## src/rtl/db_pkg.sv

```systemverilog
package db_pkg;
  localparam int MSG_W     = 32;
  localparam int KIND_HI   = 31;
  localparam int KIND_LO   = 27;
  localparam int KIND_W    = KIND_HI - KIND_LO + 1;
  localparam int BCAST_BIT = 26;

  typedef enum logic [KIND_W-1:0] {
    KIND_NORM  = 5'd0,
    KIND_CRIT  = 5'd1,
    KIND_GUEST = 5'd2,
    KIND_GCRIT = 5'd3,
    KIND_GMCHK = 5'd4
  } db_kind_e;

  typedef struct packed {
    logic norm;
    logic crit;
    logic bcast;
  } db_dec_t;

  function automatic logic [KIND_W-1:0] kind_of(input logic [MSG_W-1:0] msg);
    return msg[KIND_HI:KIND_LO];
  endfunction

  function automatic db_dec_t decode_msg(input logic [MSG_W-1:0] msg);
    db_dec_t d;
    d.norm  = (kind_of(msg) == KIND_NORM);
    d.crit  = (kind_of(msg) == KIND_CRIT);
    d.bcast = msg[BCAST_BIT];
    return d;
  endfunction

  // set dominates clear
  function automatic logic pend_next(input logic cur, input logic set, input logic clr);
    return set | (cur & ~clr);
  endfunction
endpackage

```

## src/rtl/db_id_regs.sv

```systemverilog
module db_id_regs #(
  parameter int N_CORES = 4,
  parameter int TAG_W   = 14
) (
  input  logic                     clk,
  input  logic                     rst_n,
  input  logic [N_CORES-1:0]       id_we,
  input  logic [TAG_W-1:0]         id_wdata,
  output logic [N_CORES*TAG_W-1:0] id_flat
);
  for (genvar c = 0; c < N_CORES; c++) begin : g_id
    logic [TAG_W-1:0] id_q;
    always_ff @(posedge clk) begin
      if (!rst_n)        id_q <= TAG_W'(c);
      else if (id_we[c]) id_q <= id_wdata;
    end
    assign id_flat[c*TAG_W +: TAG_W] = id_q;
  end
endmodule

```

## src/rtl/db_msg_decode.sv

```systemverilog
module db_msg_decode #(
  parameter int TAG_W = 14
) (
  input  logic                     vld,
  input  logic [db_pkg::MSG_W-1:0] msg,
  output logic                     is_norm,
  output logic                     is_crit,
  output logic                     bcast,
  output logic [TAG_W-1:0]         tag
);
  import db_pkg::*;
  db_dec_t d;
  always_comb begin
    d       = decode_msg(msg);
    is_norm = vld & d.norm;
    is_crit = vld & d.crit;
    bcast   = d.bcast;
    tag     = msg[TAG_W-1:0];
  end
endmodule

```

## src/rtl/db_target_match.sv

```systemverilog
module db_target_match #(
  parameter int N_CORES = 4,
  parameter int TAG_W   = 14
) (
  input  logic [N_CORES-1:0]       s_norm,
  input  logic [N_CORES-1:0]       s_crit,
  input  logic [N_CORES-1:0]       s_bcast,
  input  logic [N_CORES*TAG_W-1:0] s_tag,
  input  logic [N_CORES*TAG_W-1:0] id_flat,
  output logic [N_CORES-1:0]       norm_set,
  output logic [N_CORES-1:0]       crit_set
);
  function automatic logic hits(input logic bc, input logic [TAG_W-1:0] tag,
                                input logic [TAG_W-1:0] id);
    return bc | (tag == id);
  endfunction

  always_comb begin
    norm_set = '0;
    crit_set = '0;
    for (int c = 0; c < N_CORES; c++) begin
      for (int s = 0; s < N_CORES; s++) begin
        if (hits(s_bcast[s], s_tag[s*TAG_W +: TAG_W], id_flat[c*TAG_W +: TAG_W])) begin
          norm_set[c] = norm_set[c] | s_norm[s];
          crit_set[c] = crit_set[c] | s_crit[s];
        end
      end
    end
  end
endmodule

```

## src/rtl/db_pend_slot.sv

```systemverilog
module db_pend_slot (
  input  logic clk,
  input  logic rst_n,
  input  logic norm_set,
  input  logic crit_set,
  input  logic norm_clr,
  input  logic crit_clr,
  output logic pend_norm,
  output logic pend_crit,
  output logic irq
);
  import db_pkg::*;
  logic n_nx, c_nx;
  always_comb begin
    n_nx = pend_next(pend_norm, norm_set, norm_clr);
    c_nx = pend_next(pend_crit, crit_set, crit_clr);
  end
  always_ff @(posedge clk) begin
    if (!rst_n) begin
      pend_norm <= 1'b0;
      pend_crit <= 1'b0;
      irq       <= 1'b0;
    end else begin
      pend_norm <= n_nx;
      pend_crit <= c_nx;
      irq       <= n_nx | c_nx;
    end
  end
endmodule

```

## src/rtl/db_router.sv

```systemverilog
module db_router #(
  parameter int N_CORES = 4,
  parameter int TAG_W   = 14
) (
  input  logic                                clk,
  input  logic                                rst_n,
  input  logic [N_CORES-1:0]                  id_we,
  input  logic [TAG_W-1:0]                    id_wdata,
  input  logic [N_CORES-1:0]                  snd_vld,
  input  logic [N_CORES*db_pkg::MSG_W-1:0]    snd_msg,
  input  logic [N_CORES-1:0]                  clr_vld,
  input  logic [N_CORES*db_pkg::MSG_W-1:0]    clr_msg,
  input  logic [N_CORES-1:0]                  ack_norm,
  input  logic [N_CORES-1:0]                  ack_crit,
  output logic [N_CORES-1:0]                  pend_norm,
  output logic [N_CORES-1:0]                  pend_crit,
  output logic [N_CORES-1:0]                  irq
);
  import db_pkg::*;
  localparam int MW = MSG_W;

  logic [N_CORES*TAG_W-1:0] id_flat;
  logic [N_CORES*TAG_W-1:0] s_tag;
  logic [N_CORES-1:0] s_norm, s_crit, s_bcast;
  logic [N_CORES-1:0] norm_set, crit_set;
  logic [N_CORES-1:0] norm_clr, crit_clr;

  db_id_regs #(.N_CORES(N_CORES), .TAG_W(TAG_W)) u_ids (
    .clk(clk), .rst_n(rst_n), .id_we(id_we), .id_wdata(id_wdata), .id_flat(id_flat)
  );

  for (genvar s = 0; s < N_CORES; s++) begin : g_snd
    db_msg_decode #(.TAG_W(TAG_W)) u_dec (
      .vld(snd_vld[s]), .msg(snd_msg[s*MW +: MW]),
      .is_norm(s_norm[s]), .is_crit(s_crit[s]), .bcast(s_bcast[s]),
      .tag(s_tag[s*TAG_W +: TAG_W])
    );
  end

  db_target_match #(.N_CORES(N_CORES), .TAG_W(TAG_W)) u_match (
    .s_norm(s_norm), .s_crit(s_crit), .s_bcast(s_bcast), .s_tag(s_tag),
    .id_flat(id_flat), .norm_set(norm_set), .crit_set(crit_set)
  );

  for (genvar c = 0; c < N_CORES; c++) begin : g_core
    logic [TAG_W-1:0] unused_tag;
    logic c_norm, c_crit, c_bc;
    db_msg_decode #(.TAG_W(TAG_W)) u_cdec (
      .vld(clr_vld[c]), .msg(clr_msg[c*MW +: MW]),
      .is_norm(c_norm), .is_crit(c_crit), .bcast(c_bc), .tag(unused_tag)
    );
    assign norm_clr[c] = c_norm | ack_norm[c];
    assign crit_clr[c] = c_crit | ack_crit[c];

    db_pend_slot u_slot (
      .clk(clk), .rst_n(rst_n),
      .norm_set(norm_set[c]), .crit_set(crit_set[c]),
      .norm_clr(norm_clr[c]), .crit_clr(crit_clr[c]),
      .pend_norm(pend_norm[c]), .pend_crit(pend_crit[c]), .irq(irq[c])
    );
  end
endmodule

```

## config.mk

```make
export PLATFORM = sky130hd
export DESIGN_NAME = db_router
export DESIGN_NICKNAME = d
export VERILOG_FILES = /design/src/rtl/db_pkg.sv /design/src/rtl/db_id_regs.sv /design/src/rtl/db_msg_decode.sv /design/src/rtl/db_target_match.sv /design/src/rtl/db_pend_slot.sv /design/src/rtl/db_router.sv
export SDC_FILE = /design/constraint.sdc
export NUM_CORES = 1
export LEC_CHECK = 0
export CAP_MARGIN = 20
export CORE_AREA = 2 2 117 119
export CTS_BUF_LIST = sky130_fd_sc_hd__clkbuf_2 sky130_fd_sc_hd__clkbuf_4 sky130_fd_sc_hd__clkbuf_8
export DETAILED_ROUTE_END_ITERATION = 7
export DIE_AREA = 0 0 119 121
export PLACE_DENSITY = 0.91
export SKIP_CTS_REPAIR_TIMING = 1
export SLEW_MARGIN = 25
export SYNTH_ARGS = -nofsm -noshare
export SYNTH_HDL_FRONTEND = slang
export SYNTH_SLANG_ARGS = --single-unit
export TNS_END_PERCENT = 100
```

## constraint.sdc

```tcl
create_clock -name clk -period 4.3 [get_ports clk]
set_input_delay 1.075 -clock clk [delete_from_list [all_inputs] [get_ports clk]]
set_output_delay 1.075 -clock clk [all_outputs]
set_load 0.02 [all_outputs]
```

== Word level (Yosys, flattened, before mapping) ==
Index checks and enable logic that the tools add are counted.
Widths: inputs -> output; s select.

* Input bits: 292
* Register bits after elaboration: 68

* Muxes and demuxes: 32
* Equal/unequal tests: 24
* Reductions and logical operators: 8
* Bitwise logic cells: 92

{| class="wikitable"
|+ Operator list
! kind !! count
|-
| $eq 14x14->1 || 16
|-
| $or 1x1->1 || 60
|-
| $eq 5x1->1 const B || 8
|-
| $logic_not 5->1 || 8
|-
| $mux 1 || 32
|-
| $and 1x1->1 || 24
|-
| $not 1->1 || 8
|}

== Depth between registers and ports, before layout ==
* Depth after elaboration: 11
* Gate-level depth with buffers: 7
* Gate-level depth less buffers: 6

== Cells and area by module ==
From an unflattened synthesis, not the netlist that was laid out.

* Cells, all modules: 774
* Area total of the unflattened synthesis: 6799.0 sq um

{| class="wikitable"
|+ By module, submodules not included
! module !! cells each !! times used !! seq. area each (sq um) !! area each (sq um)
|-
| db_target_match || 408 || 1 || 0.0 || 3056.7
|-
| db_id_regs || 182 || 1 || 1121.1 || 2175.8
|-
| db_msg_decode || 18 || 8 || 0.0 || 140.1
|-
| db_pend_slot || 8 || 4 || 60.1 || 98.8
|-
| db_router || 8 || 1 || 0.0 || 50.0
|}

== Worst setup path after synthesis ==
OpenSTA, ideal clock, no wires.

* Kind: input to register
* Start point: in snd_msg[31] in the netlist's numbering
* End point: reg g_core[3].u_slot.irq
* Cell stages on the path: 6
* Arrival time: 2209 ps
* Path buffers: 0
* Setup slack: 1971 ps
* Library setup time: 120 ps
* Path through: nand2b_1 -> nand2b_1 -> o22a_1 -> o221ai_2 -> o41a_1 -> or2_1

* Word-level cells in the longest chain between the ends: 11
* Elaborated cells on any way between the ends: 21
* Classes of those cells: eq/ne (1); mux (8); bitwise (11); reduce/logical (1)

{| class="wikitable"
|+ Ends and longest elaborated chain
! what !! RTL line !! text
|-
| from (decl) || db_router.sv:10 || <nowiki>input logic [N_CORES*db_pkg::MSG_W-1:0] snd_msg,</nowiki>
|-
| $eq 5x1->1 or $logic_not 5->1 (tied branches) || db_pkg.sv:29, db_pkg.sv:28 ||
|-
| $and 1x1->1 (on tied branches) || db_msg_decode.sv:16, db_msg_decode.sv:15 ||
|-
| $mux 1 || db_target_match.sv:23 || <nowiki>if (hits(s_bcast[s], s_tag[s*TAG_W +: TAG_W], id_flat[c*TAG_W +: TAG_W])) begin</nowiki>
|-
| $or 1x1->1 (on tied branches) || db_target_match.sv:25, db_target_match.sv:24 ||
|-
| $mux 1 || db_target_match.sv:23 ||
|-
| $or 1x1->1 (on tied branches) || db_target_match.sv:25, db_target_match.sv:24 ||
|-
| $mux 1 || db_target_match.sv:23 ||
|-
| $or 1x1->1 (on tied branches) || db_target_match.sv:25, db_target_match.sv:24 ||
|-
| $mux 1 || db_target_match.sv:23 ||
|-
| $or 1x1->1 || db_pkg.sv:36 || <nowiki>return set | (cur & ~clr);</nowiki>
|-
| $or 1x1->1 (*) || db_pend_slot.sv:26 || <nowiki>irq <= n_nx | c_nx;</nowiki>
|-
| to (signal assigned) || db_pend_slot.sv:26 ||
|-
| to (decl) || db_pend_slot.sv:10 || <nowiki>output logic irq</nowiki>
|}

Mark *: on every way between the ends. The rest lies on a longest branch, timed or not.
A chain may end at the register's enable or synchronous reset.

== Worst setup path in the final report ==
* Start point: in snd_msg[99] in the netlist's numbering
* End point: reg g_core[3].u_slot.irq

* Word-level cells in the longest chain between the ends: 5
* Elaborated cells on any way between the ends: 7
* Classes of those cells: eq/ne (1); mux (2); bitwise (4)

{| class="wikitable"
|+ Ends and longest elaborated chain
! what !! RTL line !! text
|-
| $eq 14x14->1 (*) || db_target_match.sv:15 || <nowiki>return bc | (tag == id);</nowiki>
|-
| $or 1x1->1 (*) || db_target_match.sv:15 ||
|-
| $mux 1 || db_target_match.sv:23 ||
|-
| $or 1x1->1 || db_pkg.sv:36 ||
|-
| $or 1x1->1 (*) || db_pend_slot.sv:26 ||
|}

Marks and branches as above.

==> metrics.md <==
| Metric | Value |
|---|---|
| Slew headroom | `0.278` |
| Beginning of the worst register-to-register path | `u_ids.g_id[3].id_q[3]$_SDFFE_PN0P_` |
| Least-Margin Pin Slew | `1.08 ns` |
| Top_reg_cell synth | `dfxtp_1` |
| XOR/XNOR Fraction of Synth Area | `0.345` |
| Worst-case reg-to-reg path depth | `6` |
| Initial antenna violation count | `0` |
| Syn_area_per_cell | `8.69 sq um` |
| Vias in the first global route | `4952` |
| Post-synth EDFFs | `0` |
| CP Launch Point | `snd_msg[99]` |
| Die ar. | `14400 sq um` |
| Crit. End Element | `register` |
| Critical Path Start Type | `input pin` |
| Row count | `42` |
| Commonest non-fill, non-tap cells in the layout | `224 x xor2_1, 147 x clkdlybuf4s50_1, 68 x dfxtp_1, 56 x mux2i_1, 56 x nor2b_1` |
| Grt total ovfl | `0` |
| FMAX | `0.331 GHz` |
| Clock insertion delay at the later pin of the skew report | `0.36 ns` |
| Port bufs | `147` |
| TritonCTS Buffers | `9` |
| Clock Skew | `0.00413 ns` |
| WL per Instance | `21.8 um` |
| Power Dens Cells | `247 nW/um^2` |
| HPWL Detailed | `16.2 mm` |
| Core box area | `13100 sq um` |
| R2r endpoint | `g_core[3].u_slot.irq$_SDFF_PN0_` |
| Total global-route track usage | `0.276` |
| Slew Limit Fails | `0` |
| Ports | `304` |
| Hold WC Path Type | `reg -> reg` |
| CP endpoint | `g_core[3].u_slot.irq$_SDFF_PN0_` |
| Layout cell share with drive strength beyond 1 | `0.0313` |
| CTS tree | `done` |
| CP top delay family | `simple AND/OR/NAND/NOR gates` |
| CP peak stage delay | `0.71 ns` |
| Post-synthesis cell type count | `24` |
| Area growth from synthesis to layout | `25.6%` |
| Ys Warns | `0` |
| Cell Area, Synth | `5690 sq um` |
| Fill cells | `1210` |
| DR vias | `4938` |
| Critical path cell sequence | `clkdlybuf4s50_1, xor2_1, nor4_1, nand4_1, o22ai_1, o41a_1, or2_1` |
| GPL Wtd Cong | `1.02` |
| R2R Setup Slk | `2.05 ns` |
| Final ANT Viol Nets | `0` |
| CP Max Fanout | `4` |
| CP arrival | `3.33 ns` |
| Post-synthesis cell count | `655` |
| RSZ-0062 raised after global routing | `no` |
| Final setup vio count | `0` |
| Post-synthesis compound-gate area fraction | `0.0409` |
| CTS sink count | `68` |
| DRT Wirelength | `19.8 mm` |
| Sequential share of the synthesized area | `0.239` |
| Root buf cell | `clkbuf_8` |
| Max IR drop VDD | `0.157 mV` |
| Die width | `119 um` |
| Mux contribution to synthesized area | `0.0985` |
| Total Power | `1770 uW` |
| Maxcap violations | `0` |
| Max clock buf depth | `2` |
| Levels on crit path | `7` |
| Fin crit share | `0.702` |
| DRT iter0 DRCs | `522` |
| WP buf/inv | `1` |
| Inserted Diodes | `0` |
| Drt pass-1 iters | `5` |
| Commonest non-fill, non-tap cell in the layout | `xor2_1` |
| First-pass GRT wire length | `29.1 mm` |
| Post-synthesis async set-or-reset flop share | `0` |
| Status | `finished clean` |
| Setup_tns | `0 ns` |
| Lkg Pwr | `0.00307 uW` |
| Number of synthesized register bits | `68` |
| Nets | `1023` |
| Synth Area in Simple Gates | `0.198` |
| Hold Vio Cnt, Final | `0` |
| Clock transition at path regs | `0.07 ns` |
| Pin count of the biggest net entering global routing | `65` |
| Worst hold start | `u_ids.g_id[1].id_q[1]$_SDFFE_PN0P_` |
| DRC | `0` |
| Vias per cell | `5.42` |
| Tmin final | `3.02 ns` |
| DIE HEIGHT | `121 um` |
| Post-synthesis adder-cell area fraction | `0` |
| Initial Utilization | `0.435` |
| WS Path Type | `in -> reg` |
| CP max stage cell | `nor4_1` |
| Required time of the critical path | `4.61 ns` |
| Main combinational cell family by area after synthesis | `XOR/XNOR gates` |
| Syn nets | `947` |
| H-Tree Depth | `3` |
worst min-delay path by stage:
stage / endpoint / slack, ns / cells past startpoint
global placement: u_ids.g_id[2].id_q[9]$_SDFFE_PN0P_ / 0.61 / 2
finish: u_ids.g_id[1].id_q[1]$_SDFFE_PN0P_ / 0.62 / 2
global route: u_ids.g_id[0].id_q[2]$_SDFFE_PN0P_ / 0.65 / 2
CTS: u_ids.g_id[1].id_q[9]$_SDFFE_PN0P_ / 0.62 / 2
detailed placement: u_ids.g_id[1].id_q[9]$_SDFFE_PN0P_ / 0.61 / 2
floorplan: u_ids.g_id[1].id_q[0]$_SDFFE_PN1P_ / 0.59 / 3
registers in the layout (all words and copies together), names as in the netlist:
register                 flops
g_core.u_slot.irq            4
g_core.u_slot.pend_norm      4
u_ids.g_id.id_q             56
g_core.u_slot.pend_crit      4
power breakdown:
group	total, uW	switching, uW	internal, uW
clock network	520	243	277
logic	506	247	259
registers	740	76.3	664
total	1770	566	1200
kinds of logic after synthesis:
group                  after synthesis
flip-flops                          68
AND/OR/NAND/NOR                    189
AO/OA/AOI/OAI                       31
XOR/XNOR                           224
multiplexers                        56
buffers and inverters               87
cells in the mapped netlist (4+ instances only):
library cell  count  area share
nor4_1           52       0.057
mux2i_1          56       0.098
nand4_1          16       0.018
nand2_1          12      0.0079
buf_2            59       0.052
o21ai_1           9      0.0079
nand3_1           7      0.0062
buf_4            13       0.017
nor4_2            6       0.013
clkbuf_1         11      0.0073
o22ai_1           8      0.0088
dfxtp_1          68        0.24
nor2_1           24       0.016
nand2b_1          8      0.0088
o41a_1            8       0.016
xor2_1          224        0.34
inv_1             4      0.0026
nand3b_1          4      0.0053
or2_1             4      0.0044
nor2b_1          56       0.062
metrics by stage:
step	cell area (sq um)	util	std cells	hold slack (ns)	setup slack (ns)
final	7150	0.546	911	0.622	1.28
after global routing	7150	0.546	911	0.652	1.15
after CTS	7150	0.546	911	0.623	1.38
after detailed placement	6960	0.532	896	0.612	1.01
after global placement	6960	0.532	896	0.606	0.967
after floorplan	5690	-	655	0.586	1.97
layer usage:
| layer | track usage | part of all wire | vias to the layer above |
|---|---|---|---|
| li1 | - | - | 2315 |
| met1 | 0.360 | 0.42 | 2305 |
| met2 | 0.444 | 0.45 | 280 |
| met3 | 0.0771 | 0.10 | 38 |
| met4 | 0.0789 | 0.024 | 0 |
| met5 | 0 | 0 | - |
tightest hold or removal path, cell delays in order, from the launching register on:
cell	delay [ns]
dfxtp_1	0.38
mux2i_1	0.15
nor2b_1	0.05
cell type report:
class	instances	area [sq um]	share of cell area
clock buffer	10	138	0.0193
clock inverter	5	52.6	0.00735
sequential	68	1360	0.190
tap	176	220	0.0308
inverter	4	15.0	0.00210
multi-input combinational	500	3880	0.543
timing repair buffer	148	1480	0.207
Power figures use the tool's default switching activity.
